[src/rtl/cfgwin_pkg.sv]
package cfgwin_pkg;

  localparam int unsigned CW_BUS_LSB  = 20;
  localparam int unsigned CW_BUS_W    = 8;
  localparam int unsigned CW_DEV_LSB  = 15;
  localparam int unsigned CW_DEV_W    = 5;
  localparam int unsigned CW_FUNC_LSB = 12;
  localparam int unsigned CW_FUNC_W   = 3;
  localparam int unsigned CW_REG_LSB  = 2;
  localparam int unsigned CW_REG_W    = 10;
  localparam int unsigned CW_LANE_W   = 2;
  localparam int unsigned CW_LEN_W    = CW_LANE_W + 1;
  localparam int unsigned CW_BYTES    = 1 << CW_LANE_W;

  typedef enum logic [1:0] {
    SZ_BYTE = 2'd0,
    SZ_HALF = 2'd1,
    SZ_WORD = 2'd2,
    SZ_RSVD = 2'd3
  } cw_size_e;

  typedef struct packed {
    logic [CW_BUS_W-1:0]  bus;
    logic [CW_DEV_W-1:0]  dev;
    logic [CW_FUNC_W-1:0] func;
    logic [CW_REG_W-1:0]  regi;
    logic [CW_LANE_W-1:0] lane;
  } cw_fields_t;

  function automatic logic [CW_LEN_W-1:0] cw_len(input cw_size_e s);
    case (s)
      SZ_BYTE: return CW_LEN_W'(1);
      SZ_HALF: return CW_LEN_W'(2);
      default: return CW_LEN_W'(CW_BYTES);
    endcase
  endfunction

endpackage

[src/rtl/cfgwin_field_decode.sv]
module cfgwin_field_decode
  import cfgwin_pkg::*;
(
  input  logic [31:0]          offset,
  input  cw_size_e             size,
  output cw_fields_t           fields,
  output logic [CW_LEN_W-1:0]  len,
  output logic                 lane_err,
  output logic                 target_ok
);

  logic unused_top_bits;
  assign unused_top_bits = ^offset[31:28];

  assign fields.bus  = offset[CW_BUS_LSB  +: CW_BUS_W];
  assign fields.dev  = offset[CW_DEV_LSB  +: CW_DEV_W];
  assign fields.func = offset[CW_FUNC_LSB +: CW_FUNC_W];
  assign fields.regi = offset[CW_REG_LSB  +: CW_REG_W];
  assign fields.lane = offset[0 +: CW_LANE_W];

  assign len = cw_len(size);

  // lane + length computed one bit wider so it cannot wrap
  logic [CW_LEN_W:0] span;
  assign span = {2'b00, fields.lane} + {1'b0, len};

  always_comb begin
    lane_err = (size == SZ_RSVD) || (span > (CW_LEN_W + 1)'(CW_BYTES));
  end

  assign target_ok = (fields.bus == '0) && (fields.func == '0);

endmodule

[src/rtl/cfgwin_lane_map.sv]
module cfgwin_lane_map #(
  parameter  int unsigned BYTES = 4,
  localparam int unsigned LW    = $clog2(BYTES),
  localparam int unsigned LENW  = LW + 1,
  localparam int unsigned XW    = LENW + 1,
  localparam int unsigned DW    = 8 * BYTES
) (
  input  logic [LW-1:0]   lane,
  input  logic [LENW-1:0] len,
  input  logic            rd_err,
  input  logic [DW-1:0]   wdata_in,
  input  logic [DW-1:0]   rdata_in,
  output logic [BYTES-1:0] be,
  output logic [DW-1:0]   wdata_out,
  output logic [DW-1:0]   rdata_out
);

  logic [XW-1:0] lo;
  logic [XW-1:0] hi;
  logic [XW-1:0] ln;
  logic [DW-1:0] rshift;

  assign lo = XW'(lane);
  assign ln = XW'(len);
  assign hi = lo + ln;

  assign wdata_out = wdata_in << {lane, 3'b000};
  assign rshift    = rdata_in >> {lane, 3'b000};

  for (genvar j = 0; j < BYTES; j++) begin : g_byte
    // enable window for the downstream side
    assign be[j] = (XW'(j) >= lo) && (XW'(j) < hi);
    // low-justified response byte
    assign rdata_out[8*j +: 8] = (XW'(j) >= ln) ? 8'h00 :
                                 (rd_err ? 8'hFF : rshift[8*j +: 8]);
  end

endmodule

[src/rtl/cfgwin_rsp_stage.sv]
module cfgwin_rsp_stage #(
  parameter int unsigned W = 32
) (
  input  logic         clk,
  input  logic         rst_n,
  input  logic         load,
  input  logic [W-1:0] load_data,
  output logic         can_load,
  output logic         rsp_valid,
  input  logic         rsp_ready,
  output logic [W-1:0] rsp_data
);

  assign can_load = !rsp_valid || rsp_ready;

  always_ff @(posedge clk) begin
    if (!rst_n) begin
      rsp_valid <= 1'b0;
      rsp_data  <= '0;
    end else if (load) begin
      rsp_valid <= 1'b1;
      rsp_data  <= load_data;
    end else if (rsp_ready) begin
      rsp_valid <= 1'b0;
    end
  end


  rsp_hold_chk: assert property (@(posedge clk) disable iff (!rst_n)
    (rsp_valid && !rsp_ready) |=> (rsp_valid && $stable(rsp_data)));


  load_room_chk: assert property (@(posedge clk) disable iff (!rst_n)
    load |-> (!rsp_valid || rsp_ready));

endmodule

[src/rtl/cfgwin_decoder.sv]
module cfgwin_decoder
  import cfgwin_pkg::*;
#(
  parameter  int unsigned DATA_W = 32,
  localparam int unsigned BYTES  = DATA_W / 8
) (
  input  logic                 clk,
  input  logic                 rst_n,
  input  logic                 req_valid,
  output logic                 req_ready,
  input  logic                 req_write,
  input  logic [31:0]          req_offset,
  input  logic [1:0]           req_size,
  input  logic [DATA_W-1:0]    req_wdata,
  output logic                 rsp_valid,
  input  logic                 rsp_ready,
  output logic [DATA_W-1:0]    rsp_rdata,
  output logic [CW_DEV_W-1:0]  cfg_dev,
  output logic [CW_REG_W-1:0]  cfg_reg,
  output logic                 cfg_rd,
  output logic                 cfg_wr,
  output logic [BYTES-1:0]     cfg_be,
  output logic [DATA_W-1:0]    cfg_wdata,
  input  logic [DATA_W-1:0]    cfg_rdata,
  input  logic                 cfg_present
);

  cw_fields_t          fld;
  logic [CW_LEN_W-1:0] len;
  logic                lane_err;
  logic                target_ok;
  logic                accept;
  logic                served;
  logic [DATA_W-1:0]   steered;

  cfgwin_field_decode u_dec (
    .offset    (req_offset),
    .size      (cw_size_e'(req_size)),
    .fields    (fld),
    .len       (len),
    .lane_err  (lane_err),
    .target_ok (target_ok)
  );

  assign cfg_dev = fld.dev;
  assign cfg_reg = fld.regi;

  assign accept = req_valid && req_ready;
  assign served = target_ok && !lane_err && cfg_present;
  assign cfg_rd = accept && !req_write && served;
  assign cfg_wr = accept &&  req_write && served;

  cfgwin_lane_map #(.BYTES(BYTES)) u_map (
    .lane      (fld.lane),
    .len       (len),
    .rd_err    (!served),
    .wdata_in  (req_wdata),
    .rdata_in  (cfg_rdata),
    .be        (cfg_be),
    .wdata_out (cfg_wdata),
    .rdata_out (steered)
  );

  cfgwin_rsp_stage #(.W(DATA_W)) u_rsp (
    .clk       (clk),
    .rst_n     (rst_n),
    .load      (accept && !req_write),
    .load_data (steered),
    .can_load  (req_ready),
    .rsp_valid (rsp_valid),
    .rsp_ready (rsp_ready),
    .rsp_data  (rsp_rdata)
  );


  wr_target_chk: assert property (@(posedge clk) disable iff (!rst_n)
    cfg_wr |-> ((req_offset[CW_BUS_LSB +: CW_BUS_W] == '0) &&
                (req_offset[CW_FUNC_LSB +: CW_FUNC_W] == '0)));


  wr_be_chk: assert property (@(posedge clk) disable iff (!rst_n)
    cfg_wr |-> (($countones(cfg_be) == 1) || ($countones(cfg_be) == 2) ||
                ($countones(cfg_be) == BYTES)));


  rd_rsp_chk: assert property (@(posedge clk) disable iff (!rst_n)
    (accept && !req_write) |=> rsp_valid);


  wr_norsp_chk: assert property (@(posedge clk) disable iff (!rst_n)
    (accept && req_write) |=> !rsp_valid);


  one_strobe_chk: assert property (@(posedge clk) disable iff (!rst_n)
    (cfg_rd || cfg_wr) |-> (req_valid && !(cfg_rd && cfg_wr)));

endmodule

[config.mk]
export PLATFORM = sky130hd
export DESIGN_NAME = cfgwin_decoder
export DESIGN_NICKNAME = d
export VERILOG_FILES = /design/src/rtl/cfgwin_pkg.sv /design/src/rtl/cfgwin_field_decode.sv /design/src/rtl/cfgwin_lane_map.sv /design/src/rtl/cfgwin_rsp_stage.sv /design/src/rtl/cfgwin_decoder.sv
export SDC_FILE = /design/constraint.sdc
export NUM_CORES = 1
export LEC_CHECK = 0
export ABC_CLOCK_PERIOD_IN_PS = 1500
export BUFFER_PORTS_ARGS = -buffer_cell sky130_fd_sc_hd__buf_2
export CORE_MARGIN = 2
export CORE_UTILIZATION = 38
export DETAILED_ROUTE_END_ITERATION = 10
export MAX_ROUTING_LAYER = met4
export PLACE_DENSITY = 0.85
export SYNTH_ARGS = -nofsm -noshare
export SYNTH_HDL_FRONTEND = slang
export SYNTH_SLANG_ARGS = --single-unit
[constraint.sdc]
create_clock -name clk -period 1.5 [get_ports clk]
set_input_delay 0.075 -clock clk [delete_from_list [all_inputs] [get_ports clk]]
set_output_delay 0.075 -clock clk [all_outputs]
set_load 0.05 [all_outputs]
== After elaboration in Yosys (flattened, before gate mapping) ==
Index checks and enable logic that the tools add are counted.
Storage, ports and cells
  bits in registers: 33
  bits of input ports: 104
  output and inout port bits: 87
  logic and storage cells: 52
Cells by class
  $add $sub $neg: 1
  magnitude comparators: 13
  eq/ne operators: 2
  shift operators: 2
  multiplexer cells: 11
  reduce and logical (&&, ||, !) cells: 21
Operators with widths (number)
  2-to-1 mux 8 bit: 8
  left shift 32 x 5 -> 32 bit: 1
  >> shifter 32 x 5 -> 32 bit: 1
  logical AND 1 bit: 12
  zero test 8 bit: 1
  less-than comparator 1 x 4 -> 1 bit, first input constant: 2
  less-than comparator 2 x 4 -> 1 bit, first input constant: 2
  >= comparator 1 x 3 -> 1 bit, first input constant: 2
  >= comparator 2 x 3 -> 1 bit, first input constant: 2
  case mux 3 bit (2 select lines): 1
  adder 2 x 3 -> 4 bit: 1
  >= comparator 1 x 2 -> 1 bit, first input constant: 2
  >= comparator 2 bit, first input constant: 2
  > comparator 4 x 3 -> 1 bit, second input constant: 1
  zero test 1 bit: 3
  zero test 3 bit: 1
  equality test 2 x 1 -> 1 bit, second input constant: 1
  equality test 2 bit, second input constant: 1
  zero test 2 bit: 1
  logical OR 1 bit: 2
  2-to-1 mux 1 bit: 2
  nonzero test 2 bit: 1

== Longest topological paths before layout ==
  depth after elaboration: 10
  gate-level depth with buffers: 8

== Modules after synthesis ==
A second synthesis with hierarchy kept.
Unflattened totals
  cell total of the unflattened synthesis: 359
  area, all modules: 3037.9 sq um
By module, submodules not included
  cfgwin_lane_map: instances 1, cells each 202, area an instance 1368.8 sq um, sequential area each 0.0 sq um
  cfgwin_rsp_stage: instances 1, cells each 107, area an instance 1281.2 sq um, sequential area each 660.6 sq um
  cfgwin_field_decode: instances 1, cells each 43, area an instance 329.1 sq um, sequential area each 0.0 sq um
  cfgwin_decoder: instances 1, cells each 7, area an instance 58.8 sq um, sequential area each 0.0 sq um

== Least setup slack after synthesis ==
Ideal clock, no wire load.
  path kind: reg-to-output
  from: register u_rsp.rsp_valid
  to: output port cfg_rd
  data arrival time: 2.794 ns
  data required time: 1.425 ns
  slack: -1.369 ns
  cell stages (with the launch flop): 7
  cell sequence: dfxtp_1 -> nor2b_4 -> or3_1 -> buf_2 -> buf_6 -> buf_6 -> nor4_1
Between the ends
  longest elaborated chain between the ends: 5
RTL lines
  start, declared: RTL line cfgwin_rsp_stage.sv:9  | output logic rsp_valid,
  start signal, assigned: RTL line cfgwin_rsp_stage.sv:18  | rsp_valid <= 1'b0;
  start signal, assigned: RTL line cfgwin_rsp_stage.sv:21  | rsp_valid <= 1'b1;
  start signal, assigned: RTL line cfgwin_rsp_stage.sv:24  | rsp_valid <= 1'b0;
  zero test 1 bit: RTL line cfgwin_rsp_stage.sv:14  | assign can_load = !rsp_valid || rsp_ready;
  logical OR 1 bit: RTL line cfgwin_rsp_stage.sv:14
  logical AND 1 bit: RTL line cfgwin_decoder.sv:48  | assign accept = req_valid && req_ready;
  logical AND 1 bit (2 in series): RTL line cfgwin_decoder.sv:50  | assign cfg_rd = accept && !req_write && served;
  end, declared: RTL line cfgwin_decoder.sv:20  | output logic cfg_rd,
No other way between the ends.

== Worst setup path in the final report ==
  from: input port req_size[0]
  to: output port cfg_wr
Between the ends
  longest elaborated chain between the ends: 9
  elaborated cells on any way between the ends: 11
  classes of those cells: add/sub: 1; order compare: 1; eq/ne: 2; mux: 1; reduce/logical: 6
RTL lines
  start, declared: RTL line cfgwin_decoder.sv:13  | input logic [1:0] req_size,
  equality test 2 x 1 -> 1 bit or zero test 2 bit (tied branches): RTL line cfgwin_pkg.sv:31  | case (s)
  case mux 3 bit (2 select lines): RTL line cfgwin_pkg.sv:31
  adder 2 x 3 -> 4 bit: RTL line cfgwin_field_decode.sv:25  | assign span = {2'b00, fields.lane} + {1'b0, len};
  > comparator 4 x 3 -> 1 bit: RTL line cfgwin_field_decode.sv:28  | lane_err = (size == SZ_RSVD) || (span > (CW_LEN_W + 1)'(CW_BYTES));
  logical OR 1 bit *: RTL line cfgwin_field_decode.sv:28
  zero test 1 bit *: RTL line cfgwin_decoder.sv:49  | assign served = target_ok && !lane_err && cfg_present;
  logical AND 1 bit * (2 in series): RTL line cfgwin_decoder.sv:49
  logical AND 1 bit *: RTL line cfgwin_decoder.sv:51  | assign cfg_wr = accept && req_write && served;
  end, declared: RTL line cfgwin_decoder.sv:21  | output logic cfg_wr,
Mark *: on every way between the ends. The rest lies on a longest branch, timed or not.

==> results_dict.tcl <==
set metrics [dict create \
    n_antenna_cell 0 \
    status "finished with violations" \
    cp_slowest_cell "fa_2" \
    place_area_sq_um 3890 \
    grt_usage_pct 26.2 \
    cp_max_fo 3 \
    design_area_sq_um 4370 \
    total_power_mw 3.24 \
    grt_pass1_vias 3111 \
    crit_path_start_kind "primary input" \
    final_cells 586 \
    dp_slack_ps -485 \
    core-area_sq_um 6790 \
    ys_warn_count 0 \
    cts_tree "done" \
    crit_type "in2out" \
    cts_buffer_depth 2 \
    finalSetupViolations 36 \
    ys_ff_latch 33 \
    die_h_um 87.9 \
    min_period_over_period_pct 115 \
    cp.arrival_ps 1660 \
    rsz0062_at_grt "yes" \
    min_period_ps 1730 \
    gp_congestion 0.814 \
    first_pass_iters 4 \
    cts_made_buffers 5 \
    routed_wl_um 10300 \
    synth_area_per_cell_sq_um 8.09 \
    slew_headroom_pct 64.0 \
    dp_cells 568 \
    drtIter0Drc 146 \
    powerDensity_nw_per_um2 742 \
    grt_overflow 0 \
    die-area_sq_um 7730 \
    final_antenna_net_count 0 \
    port_buffers 156 \
    critical_path.max_stage_delay_ps 460 \
    initial_utilization_pct 39.4 \
    fin_util_pct 64.3 \
    syn2layout_area_growth_pct 63.3 \
    netlist_area_sq_um 2680 \
    crit_path_frequent_cell "nor2_4" \
    grt_max_degree 60 \
    htreeDepth 2 \
    drc 0 \
    timing.final.ws_setup_ps -232 \
    dp.final_hpwl_um 7540 \
    finalMaxSlewViolations 0 \
    cp.required_ps 1420 \
    grt_pass1_wl_um 15400 \
    p_leak_nw 1.98 \
    path_buf_inv 2 \
    cp_cell_sequence "buf_8, nor2_4, ha_4, fa_2, nor2_4, nor2_4, nor3_4, and4_4, buf_8" \
    die_w_um 87.9 \
    worst_pin_slew_ps 539 \
    ys_seq_area_share_pct 24.7 \
    finClkSkew_ps 8.40 \
    clock_latency_ps 280 \
    num_rows 30 \
    avgViaCountPerCell 5.56 \
    antenna_found_initial 0 \
    synth.distinct_cells 36 \
    cts-root-buf "clkbuf_8" \
    end_kind "output port" \
    fmax_mhz 577 \
    hold_path.class "in2out" \
    path_delay_family "simple AND/OR/NAND/NOR gates" \
    hold_viol 0 \
    drive_above_1_share_pct 55.9 \
    vias 3260 \
    synth_fp_nets 440 \
    violations "setup timing" \
    ios 191 \
    layout.nets 598 \
    cts_num_sinks 33 \
    drv_cap 0 \
    max-vdd-ir-drop_mv 0.537 \
    synthesis.instances 331 \
    routedWlPerCell_um 17.6 \
]
## sequential cells by signal (all words and copies together) (netlist names)
name             flops
u_rsp.rsp_valid      1
u_rsp.rsp_data      32
## layer usage
layer  global-route usage, %  share of wire (%)  wire (um)
met4                    10.5                2.9        300
met3                    4.15                7.5        771
met1                    28.1                 36       3750
met5                       -                  0          0
met2                    47.7                 53       5480
## metrics by stage
step                setup TNS, ps  hold WS [ps]
floorplan                   -5940           301
global placement           -16860           150
detailed placement         -20530           150
CTS                         -2790           150
global route                -5850           150
finish                      -4340           150
## repair_timing
action                     4_1_cts  5_1_grt
pin swaps                       12        7
gates cloned                     2        1
gates resized for setup         40       21
hold buffers                     0        0
buffers inserted                 3        6
setup endpoints to repair       69       38
## layout by cell type (no fill, tap or decap), types with 2 or more instances in the layout
master     count
dfxtp_1       32
a21oi_4        5
nor4_1         2
buf_16         2
buf_8          4
a221oi_2      20
buf_2        148
nor2_4         3
and2_1         8
a21oi_1       16
clkbuf_1       2
a32oi_1        8
a22oi_1        8
nor2b_4        4
inv_1          6
nand2_2        2
clkbuf_8       6
a221oi_4       4
buf_4         26
ha_4           3
nor2b_1        9
a21oi_2        6
nand2_1       33
nor2_2         4
inv_2          2
buf_12         6
nor2_1        13
mux2i_1       48
buf_6         10
o2bb2ai_1      8
o21ai_2        8
a211oi_1       8
o21ai_1        9
## final timing paths
check | to | startpoint | slack (ps) | cells past startpoint
setup / recovery | cfg_wr | req_size[0] | -230 | 9
hold / removal | cfg_dev[3] | req_offset[18] | 150 | 0
setup reg to reg | u_rsp.rsp_data[3] | u_rsp.rsp_valid | -60 | 5
hold reg to reg | u_rsp.rsp_data[21] | u_rsp.rsp_data[21] | 490 | 2
## final cells by class
cell class | count | area, sq um
Inverter | 8 | 30.0
Sequential cell | 33 | 664
Fill cell | 522 | 2420
Timing Repair Buffer | 197 | 1310
Tap cell | 96 | 120
Clock buffer | 8 | 90.1
Multi-Input combinational cell | 244 | 2160
## cell usage after synthesis (all sizes together)
master    n  area, sq um
buf      39          262
fa        1         20.0
nand4     1         6.26
nand2    35          131
xnor2     1         8.76
a221oi   24          210
nand3     1         5.00
clkbuf    7         26.3
mux2i    48          480
a211oi    8         60.1
nand2b    1         6.26
o2bb2ai   8         70.1
nor4      4         31.3
dfxtp    33          661
nor3      2         15.0
inv       8         30.0
and4      1         8.76
and2      8         50.1
nor2     20         77.6
nor2b    13         88.8
o21ai    18         90.1
ha        4         50.1
a21oi    27          135
or3       1         6.26
a32oi     8         70.1
a22oi     9         67.6
nor4b     1         8.76
## power by group
group / internal, mW / total (mW) / switching (mW) / leakage (nW)
logic: 0.546 / 1.58 / 1.03 / 1.67
registers: 0.937 / 0.983 / 0.0453 / 0.272
clock network: 0.374 / 0.681 / 0.307 / 0.0455
## cell families (layout without fill, tap and decap cells)
group                    count (synthesis)  count (layout)  share of synthesized area, %
AO/OA/AOI/OAI                          102             102                          26.3
AND/OR/NAND/NOR                         88              88                          16.3
buffers and inverters                   54             213                          11.9
multiplexers                            48              48                          18.0
flip-flops                              33              33                          24.7
adder cells (fa/ha/maj)                  5               5                          2.62
XOR/XNOR                                 1               1                         0.327
(Power assumes the default switching activity.)
